==> src/rtl/i2cm_pkg.sv <==
package i2cm_pkg;
  localparam int DIV_W = 8;
  localparam int CMD_W = 16;

  localparam int CMD_START = 0;
  localparam int CMD_STOP  = 1;
  localparam int CMD_READ  = 2;
  localparam int CMD_ACKEN = 3;
  localparam int CMD_EVCLR = 7;

  localparam int STAT_ACK  = 3;
  localparam int EVT_MSTR  = 4;

  localparam logic [3:0] OFS_STATUS = 4'h0;
  localparam logic [3:0] OFS_EVENT  = 4'h1;
  localparam logic [3:0] OFS_RXBYTE = 4'h2;
  localparam logic [3:0] OFS_CMD    = 4'h4;
  localparam logic [3:0] OFS_DIV    = 4'hC;

  typedef enum logic [2:0] {
    SQ_IDLE,
    SQ_OPEN,
    SQ_SHIFT,
    SQ_HOLD,
    SQ_CLOSE
  } seq_state_e;
endpackage

==> src/rtl/i2cm_qtick.sv <==
module i2cm_qtick #(
  parameter int DIV_W    = 8,
  parameter int QTR_UNIT = 1
) (
  input  logic             clk,
  input  logic             rst_n,
  input  logic [DIV_W-1:0] divisor,
  input  logic             restart,
  output logic             tick
);
  localparam int CNT_W = DIV_W + $clog2(QTR_UNIT + 1) + 1;

  logic [CNT_W-1:0] cnt_q, cnt_d, limit;
  logic [DIV_W-1:0] eff_div;

  always_comb begin
    eff_div = (divisor == '0) ? DIV_W'(1) : divisor;
    limit   = CNT_W'(eff_div) * CNT_W'(QTR_UNIT) - CNT_W'(1);
    tick    = (cnt_q == limit) && !restart;
    if (restart || tick) cnt_d = '0;
    else                 cnt_d = cnt_q + CNT_W'(1);
  end

  always_ff @(posedge clk or negedge rst_n) begin
    if (!rst_n) cnt_q <= '0;
    else        cnt_q <= cnt_d;
  end
endmodule

==> src/rtl/i2cm_seq.sv <==
module i2cm_seq
  import i2cm_pkg::*;
(
  input  logic       clk,
  input  logic       rst_n,
  input  logic       tick,
  input  logic       go_open,
  input  logic       go_close,
  input  logic       go_byte,
  input  logic       rx_mode,
  input  logic       ack_en,
  input  logic [7:0] tx_byte,
  input  logic       sda_in,
  output logic       scl_pull,
  output logic       sda_pull,
  output logic       done,
  output logic       ack_seen,
  output logic [7:0] rx_byte,
  output logic       idle,
  output logic       held,
  output logic       framing
);
  seq_state_e state_q, state_d;
  logic [1:0] qtr_q, qtr_d;
  logic [3:0] bit_q, bit_d;
  logic [7:0] sh_q, sh_d, rx_q, rx_d;
  logic       scl_q, scl_d, sda_q, sda_d;
  logic       rxm_q, rxm_d, acken_q, acken_d, ack_q, ack_d, done_q, done_d;

  always_comb begin
    state_d = state_q; qtr_d = qtr_q; bit_d = bit_q; sh_d = sh_q; rx_d = rx_q;
    scl_d = scl_q; sda_d = sda_q; rxm_d = rxm_q; acken_d = acken_q; ack_d = ack_q;
    done_d = 1'b0;
    case (state_q)
      SQ_IDLE: begin
        scl_d = 1'b0; sda_d = 1'b0;
        if (go_open) begin
          state_d = SQ_OPEN; qtr_d = 2'd2; sh_d = tx_byte; rxm_d = 1'b0;
        end
      end
      SQ_HOLD: begin
        if (go_open) begin
          state_d = SQ_OPEN; qtr_d = 2'd0; sh_d = tx_byte; rxm_d = 1'b0;
        end else if (go_close) begin
          state_d = SQ_CLOSE; qtr_d = 2'd0;
        end else if (go_byte) begin
          state_d = SQ_SHIFT; qtr_d = 2'd0; bit_d = '0; sh_d = tx_byte;
          rxm_d = rx_mode; acken_d = ack_en;
        end
      end
      SQ_OPEN: if (tick) begin
        case (qtr_q)
          2'd0: begin sda_d = 1'b0; qtr_d = 2'd1; end
          2'd1: begin scl_d = 1'b0; qtr_d = 2'd2; end
          2'd2: begin sda_d = 1'b1; qtr_d = 2'd3; end
          default: begin
            scl_d = 1'b1; state_d = SQ_SHIFT; qtr_d = 2'd0; bit_d = '0;
          end
        endcase
      end
      SQ_SHIFT: if (tick) begin
        case (qtr_q)
          2'd0: begin
            sda_d = (bit_q == 4'd8) ? (rxm_q & acken_q) : (!rxm_q & !sh_q[7]);
            qtr_d = 2'd1;
          end
          2'd1: begin scl_d = 1'b0; qtr_d = 2'd2; end
          2'd2: begin
            if (bit_q != 4'd8) sh_d = {sh_q[6:0], sda_in};
            else               ack_d = rxm_q ? acken_q : !sda_in;
            qtr_d = 2'd3;
          end
          default: begin
            scl_d = 1'b1; qtr_d = 2'd0;
            if (bit_q == 4'd8) begin
              state_d = SQ_HOLD; done_d = 1'b1;
              if (rxm_q) rx_d = sh_q;
            end else begin
              bit_d = bit_q + 4'd1;
            end
          end
        endcase
      end
      SQ_CLOSE: if (tick) begin
        case (qtr_q)
          2'd0: begin sda_d = 1'b1; qtr_d = 2'd1; end
          2'd1: begin scl_d = 1'b0; qtr_d = 2'd2; end
          default: begin sda_d = 1'b0; state_d = SQ_IDLE; qtr_d = 2'd0; end
        endcase
      end
      default: state_d = SQ_IDLE;
    endcase
  end

  always_ff @(posedge clk or negedge rst_n) begin
    if (!rst_n) begin
      state_q <= SQ_IDLE; qtr_q <= '0; bit_q <= '0; sh_q <= '0; rx_q <= '0;
      scl_q <= 1'b0; sda_q <= 1'b0; rxm_q <= 1'b0; acken_q <= 1'b0;
      ack_q <= 1'b0; done_q <= 1'b0;
    end else begin
      state_q <= state_d; qtr_q <= qtr_d; bit_q <= bit_d; sh_q <= sh_d; rx_q <= rx_d;
      scl_q <= scl_d; sda_q <= sda_d; rxm_q <= rxm_d; acken_q <= acken_d;
      ack_q <= ack_d; done_q <= done_d;
    end
  end

  assign scl_pull = scl_q;
  assign sda_pull = sda_q;
  assign done     = done_q;
  assign ack_seen = ack_q;
  assign rx_byte  = rx_q;
  assign idle     = (state_q == SQ_IDLE);
  assign held     = (state_q == SQ_HOLD);
  assign framing  = (state_q == SQ_OPEN) || (state_q == SQ_CLOSE);
endmodule

==> src/rtl/i2cm_engine.sv <==
module i2cm_engine
  import i2cm_pkg::*;
#(
  parameter int QTR_UNIT  = 1,
  parameter int DIV_RESET = 20
) (
  input  logic             clk,
  input  logic             rst_n,
  input  logic             reg_wr,
  input  logic [3:0]       reg_addr,
  input  logic [CMD_W-1:0] reg_wdata,
  output logic [7:0]       reg_rdata,
  output logic             irq,
  output logic             scl_oe,
  output logic             sda_oe,
  input  logic             sda_in
);
  logic [DIV_W-1:0] div_q, div_d;
  logic             evt_q, evt_d;
  logic             cmd_wr, evt_wr, div_wr;
  logic             go_open, go_close, go_byte, tick;
  logic             done, ack_seen, idle, held, framing;
  logic [7:0]       tx_byte, rx_byte;

  always_comb begin
    cmd_wr   = reg_wr && (reg_addr == OFS_CMD);
    evt_wr   = reg_wr && (reg_addr == OFS_EVENT);
    div_wr   = reg_wr && (reg_addr == OFS_DIV);
    go_open  = cmd_wr && reg_wdata[CMD_START] && (idle || (held && reg_wdata[CMD_EVCLR]));
    go_close = cmd_wr && held && reg_wdata[CMD_EVCLR] && reg_wdata[CMD_STOP] &&
               !reg_wdata[CMD_START];
    go_byte  = cmd_wr && held && reg_wdata[CMD_EVCLR] && !reg_wdata[CMD_START] &&
               !reg_wdata[CMD_STOP];
    tx_byte  = reg_wdata[CMD_START] ? {reg_wdata[15:9], reg_wdata[CMD_READ]} : reg_wdata[15:8];

    div_d = div_wr ? reg_wdata[DIV_W-1:0] : div_q;
    if (done)                                 evt_d = 1'b1;
    else if (cmd_wr && reg_wdata[CMD_EVCLR])  evt_d = 1'b0;
    else if (evt_wr && !reg_wdata[EVT_MSTR])  evt_d = 1'b0;
    else                                      evt_d = evt_q;

    case (reg_addr)
      OFS_STATUS: reg_rdata = 8'(ack_seen) << STAT_ACK;
      OFS_EVENT:  reg_rdata = 8'(evt_q) << EVT_MSTR;
      OFS_RXBYTE: reg_rdata = rx_byte;
      OFS_DIV:    reg_rdata = div_q;
      default:    reg_rdata = '0;
    endcase
  end

  always_ff @(posedge clk or negedge rst_n) begin
    if (!rst_n) begin
      div_q <= DIV_W'(DIV_RESET);
      evt_q <= 1'b0;
    end else begin
      div_q <= div_d;
      evt_q <= evt_d;
    end
  end

  i2cm_qtick #(.DIV_W(DIV_W), .QTR_UNIT(QTR_UNIT)) u_tick (
    .clk(clk), .rst_n(rst_n), .divisor(div_q),
    .restart(go_open || go_close || go_byte), .tick(tick)
  );

  i2cm_seq u_seq (
    .clk(clk), .rst_n(rst_n), .tick(tick),
    .go_open(go_open), .go_close(go_close), .go_byte(go_byte),
    .rx_mode(reg_wdata[CMD_READ]), .ack_en(reg_wdata[CMD_ACKEN]),
    .tx_byte(tx_byte), .sda_in(sda_in),
    .scl_pull(scl_oe), .sda_pull(sda_oe), .done(done), .ack_seen(ack_seen),
    .rx_byte(rx_byte), .idle(idle), .held(held), .framing(framing)
  );

  assign irq = evt_q;
endmodule

==> config.mk <==
export PLATFORM = sky130hd
export DESIGN_NAME = i2cm_engine
export DESIGN_NICKNAME = d
export VERILOG_FILES = /design/src/rtl/i2cm_pkg.sv /design/src/rtl/i2cm_qtick.sv /design/src/rtl/i2cm_seq.sv /design/src/rtl/i2cm_engine.sv
export SDC_FILE = /design/constraint.sdc
export NUM_CORES = 1
export LEC_CHECK = 0
export BUFFER_PORTS_ARGS = -buffer_cell sky130_fd_sc_hd__buf_2
export CORE_UTILIZATION = 50
export CTS_CLUSTER_DIAMETER = 100
export DETAILED_ROUTE_END_ITERATION = 10
export GPL_TIMING_DRIVEN = 0
export PLACE_DENSITY = 0.7
export SLEW_MARGIN = 20
export SYNTH_ARGS = -nofsm -noshare
export SYNTH_HDL_FRONTEND = slang
export SYNTH_HIERARCHICAL = 1
export SYNTH_SLANG_ARGS = --single-unit
==> constraint.sdc <==
create_clock -name clk -period 4.75 [get_ports clk]
set_clock_uncertainty 0.15 [all_clocks]
set_input_delay 0.95 -clock clk [delete_from_list [all_inputs] [get_ports clk]]
set_output_delay 0.95 -clock clk [all_outputs]
set_load 0.005 [all_outputs]
==> flow_metrics.py <==
metrics = {
    "status": {
        "status": "complete, no violations",
    },
    "clocking": {
        "cts-root-buf": "clkbuf_8",
        "htree_levels": 2,
        "clockBufferDepth": 2,
        "clock_latency_ps": 300,
        "cts_tree": "yes",
        "clkSinkCount": 50,
        "cts_hold_buf": 0,
        "cts.clk_slew.worst_paths_ps": 100,
        "post_cts_buffers": 0,
        "cts_resized": 0,
        "cts_buffers": 5,
    },
    "pwr": {
        "p_sw_mw": 0.682,
        "ir_drop_mv": 0.210,
        "clockPowerShare_pct": 18.3,
        "seqPwrFrac_pct": 37.8,
        "cellInternalPower_mw": 1.03,
        "power_leakage_nw": 1.59,
        "p_comb_share_pct": 43.9,
        "p_per_area_nw_per_um2": 475,
        "switching_share_pct": 39.9,
    },
    "layout": {
        "drive_gt1_share_pct": 24.9,
        "seqCellArea_um2": 1250,
        "nNetsFinal": 401,
        "multi_input_area_um2": 1830,
        "fillers": 543,
        "final_util_pct": 59.3,
        "syn2layout_area_growth_pct": 11.6,
        "diodes": 0,
    },
    "sta": {
        "fmax_mhz": 229,
        "worst_pin_slew_ps": 698,
        "min_period_over_period_pct": 91.7,
        "final-hold-violation-count": 0,
        "relSlewSlack_pct": 53.4,
        "final-max-slew-violation-count": 0,
        "tns_ps": 0,
        "post-route-min-period_ps": 4360,
        "setup_violations": 0,
        "rsz0062_at_grt": "no",
    },
    "yosys": {
        "synth_fp_nets": 362,
        "syn_area_um2": 3220,
        "postSynthAreaPerCell_um2": 9.80,
        "synth_warnings": 6,
        "synthCells": 329,
    },
    "place": {
        "io_buffers": 32,
        "dp_hpwl_mm": 5.17,
        "gp_congestion": 0.914,
    },
    "critical_path": {
        "reg2regPathDepth": 13,
        "ff2ff_setup_slack_ps": 390,
        "cp_max_fo": 10,
        "critPathKind": "reg2reg",
        "rr_endpoint": "u_seq/rx_byte[2]$_DFFE_PN0P_",
        "crit_required_ps": 4800,
        "cp-start-kind": "flip-flop",
        "crit_arrival_ps": 4400,
        "crit_path_end_kind": "flip-flop",
        "r2r_start": "div_q[4]$_DFFE_PN1P_",
    },
    "detailed_routing": {
        "drt-wirelength-per-cell_um": 15.7,
        "drc_errors": 0,
        "vias_per_cell": 5.96,
        "drt_iter0_drc": 193,
        "vias": 2645,
        "routed_wl_mm": 6.98,
        "postRouteAntennaNets": 0,
        "drt_first_pass_iters": 4,
    },
    "global_route": {
        "grt_max_degree": 51,
        "grt_pass1_vias": 2389,
        "antenna_found_initial": 0,
        "track_usage_pct": 22.3,
        "grt_overflow": 0,
        "grt_pass1_wl_mm": 11.5,
    },
    "hold_path": {
        "hold_class": "reg2reg",
        "min-delay-start": "u_seq/done$_DFF_PN0_",
        "holdPathStages": 1,
        "whs_endpoint": "irq$_DFFE_PN0P_",
    },
    "run": {
        "maxCapViolations": 0,
    },
    "floorplan": {
        "die-area_um2": 6770,
        "rows": 28,
        "design.portCount": 35,
        "die_h_um": 82.3,
        "fp.dieW_um": 82.3,
        "core_area_um2": 6060,
        "initial_utilization_pct": 53.2,
    },
}
-- area by class of cell --
cell class | count | area share [%]
buffer | 20 | 2.92
timing repair buffer | 32 | 4.52
sequential | 50 | 34.9
multi-input combinational | 251 | 51.0
tap | 75 | 2.61
inverter | 8 | 0.835
clock buffer | 5 | 1.91
clock inverter | 3 | 1.32
-- power by group through the flow --
stage | combinational (mW) | clock, mW | sequential (mW)
after floorplan | 0.592 | 0 | 0.621
after detailed placement | 0.742 | 0 | 0.654
final | 0.750 | 0.312 | 0.646
after CTS | 0.748 | 0.322 | 0.645
after global placement | 0.725 | 0 | 0.651
after global routing | 0.837 | 0.337 | 0.663
-- flip-flops by register name (all words and copies together) (netlist names) --
register	count
u_seq/state_q	3
u_seq/sda_pull	1
u_seq/ack_seen	1
u_seq/acken_q	1
u_seq/bit_q	4
u_seq/sh_q	8
u_seq/qtr_q	2
div_q	8
u_tick/cnt_q	10
u_seq/scl_pull	1
irq	1
u_seq/rxm_q	1
u_seq/rx_byte	8
u_seq/done	1
-- cell usage in the layout (no fill, tap or decap), types with 4 or more instances in the layout --
cell type  instances
o21ai_0            5
a211oi_1          10
o31ai_1            5
nor2b_1            7
nor3_1             8
clkbuf_1           5
o22ai_1            4
nor2_1            24
dfrtp_1           48
xor2_1             8
nand3_1           12
mux2i_1           10
clkbuf_8           5
nand2_1           26
a21oi_1           15
o21ai_1           12
xnor2_1            8
mux2_2            20
nand4_1            5
o211ai_1           4
ha_1               9
inv_1              8
buf_2             40
a22oi_1            8
-- metrics by stage --
stage                     setup slack [ps]  hold slack, ps  instances  area, µm²  power [mW]
after floorplan                       1190             267        329       3220        1.21
after global placement                 628             282        436       3480        1.38
after detailed placement               566             284        436       3480        1.40
after CTS                              488             307        444       3600        1.72
after global routing                   113             341        444       3600        1.84
final                                  393             305        444       3600        1.71
-- worst max-delay path by stage --
| stage | slack, ps | endpoint | from | depth (start not counted) |
|---|---|---|---|---|
| after floorplan | 1190 | u_seq/state_q[0]$_DFFE_PN0P_ | div_q[4]$_DFFE_PN1P_ | 15 |
| after global placement | 630 | u_seq/rx_byte[5]$_DFFE_PN0P_ | div_q[4]$_DFFE_PN1P_ | 13 |
| after detailed placement | 570 | u_seq/rx_byte[6]$_DFFE_PN0P_ | div_q[4]$_DFFE_PN1P_ | 13 |
| after CTS | 490 | u_seq/rx_byte[2]$_DFFE_PN0P_ | div_q[4]$_DFFE_PN1P_ | 13 |
| after global routing | 110 | u_seq/rx_byte[1]$_DFFE_PN0P_ | div_q[4]$_DFFE_PN1P_ | 13 |
| final | 390 | u_seq/rx_byte[2]$_DFFE_PN0P_ | div_q[4]$_DFFE_PN1P_ | 13 |
-- layer usage --
metal	vias to the layer above	share of wire [%]	GRT usage [%]
li1	1292	-	-
met2	44	48	37.4
met4	0	0.63	4.74
met1	1305	48	30.4
met3	4	3.1	3.30
met5	-	0	0
-- worst max-delay path: stages (launching register included) --
cell,delay (ps)
dfstp_2,550
buf_2,220
nor4_4,100
a21oi_1,250
ha_1,260
nor3b_1,580
mux2i_1,160
o211ai_1,250
nand3_1,100
and4bb_2,350
buf_2,220
and2_1,230
nand4_1,400
mux2_2,430
Power figures use the tool's default switching activity.
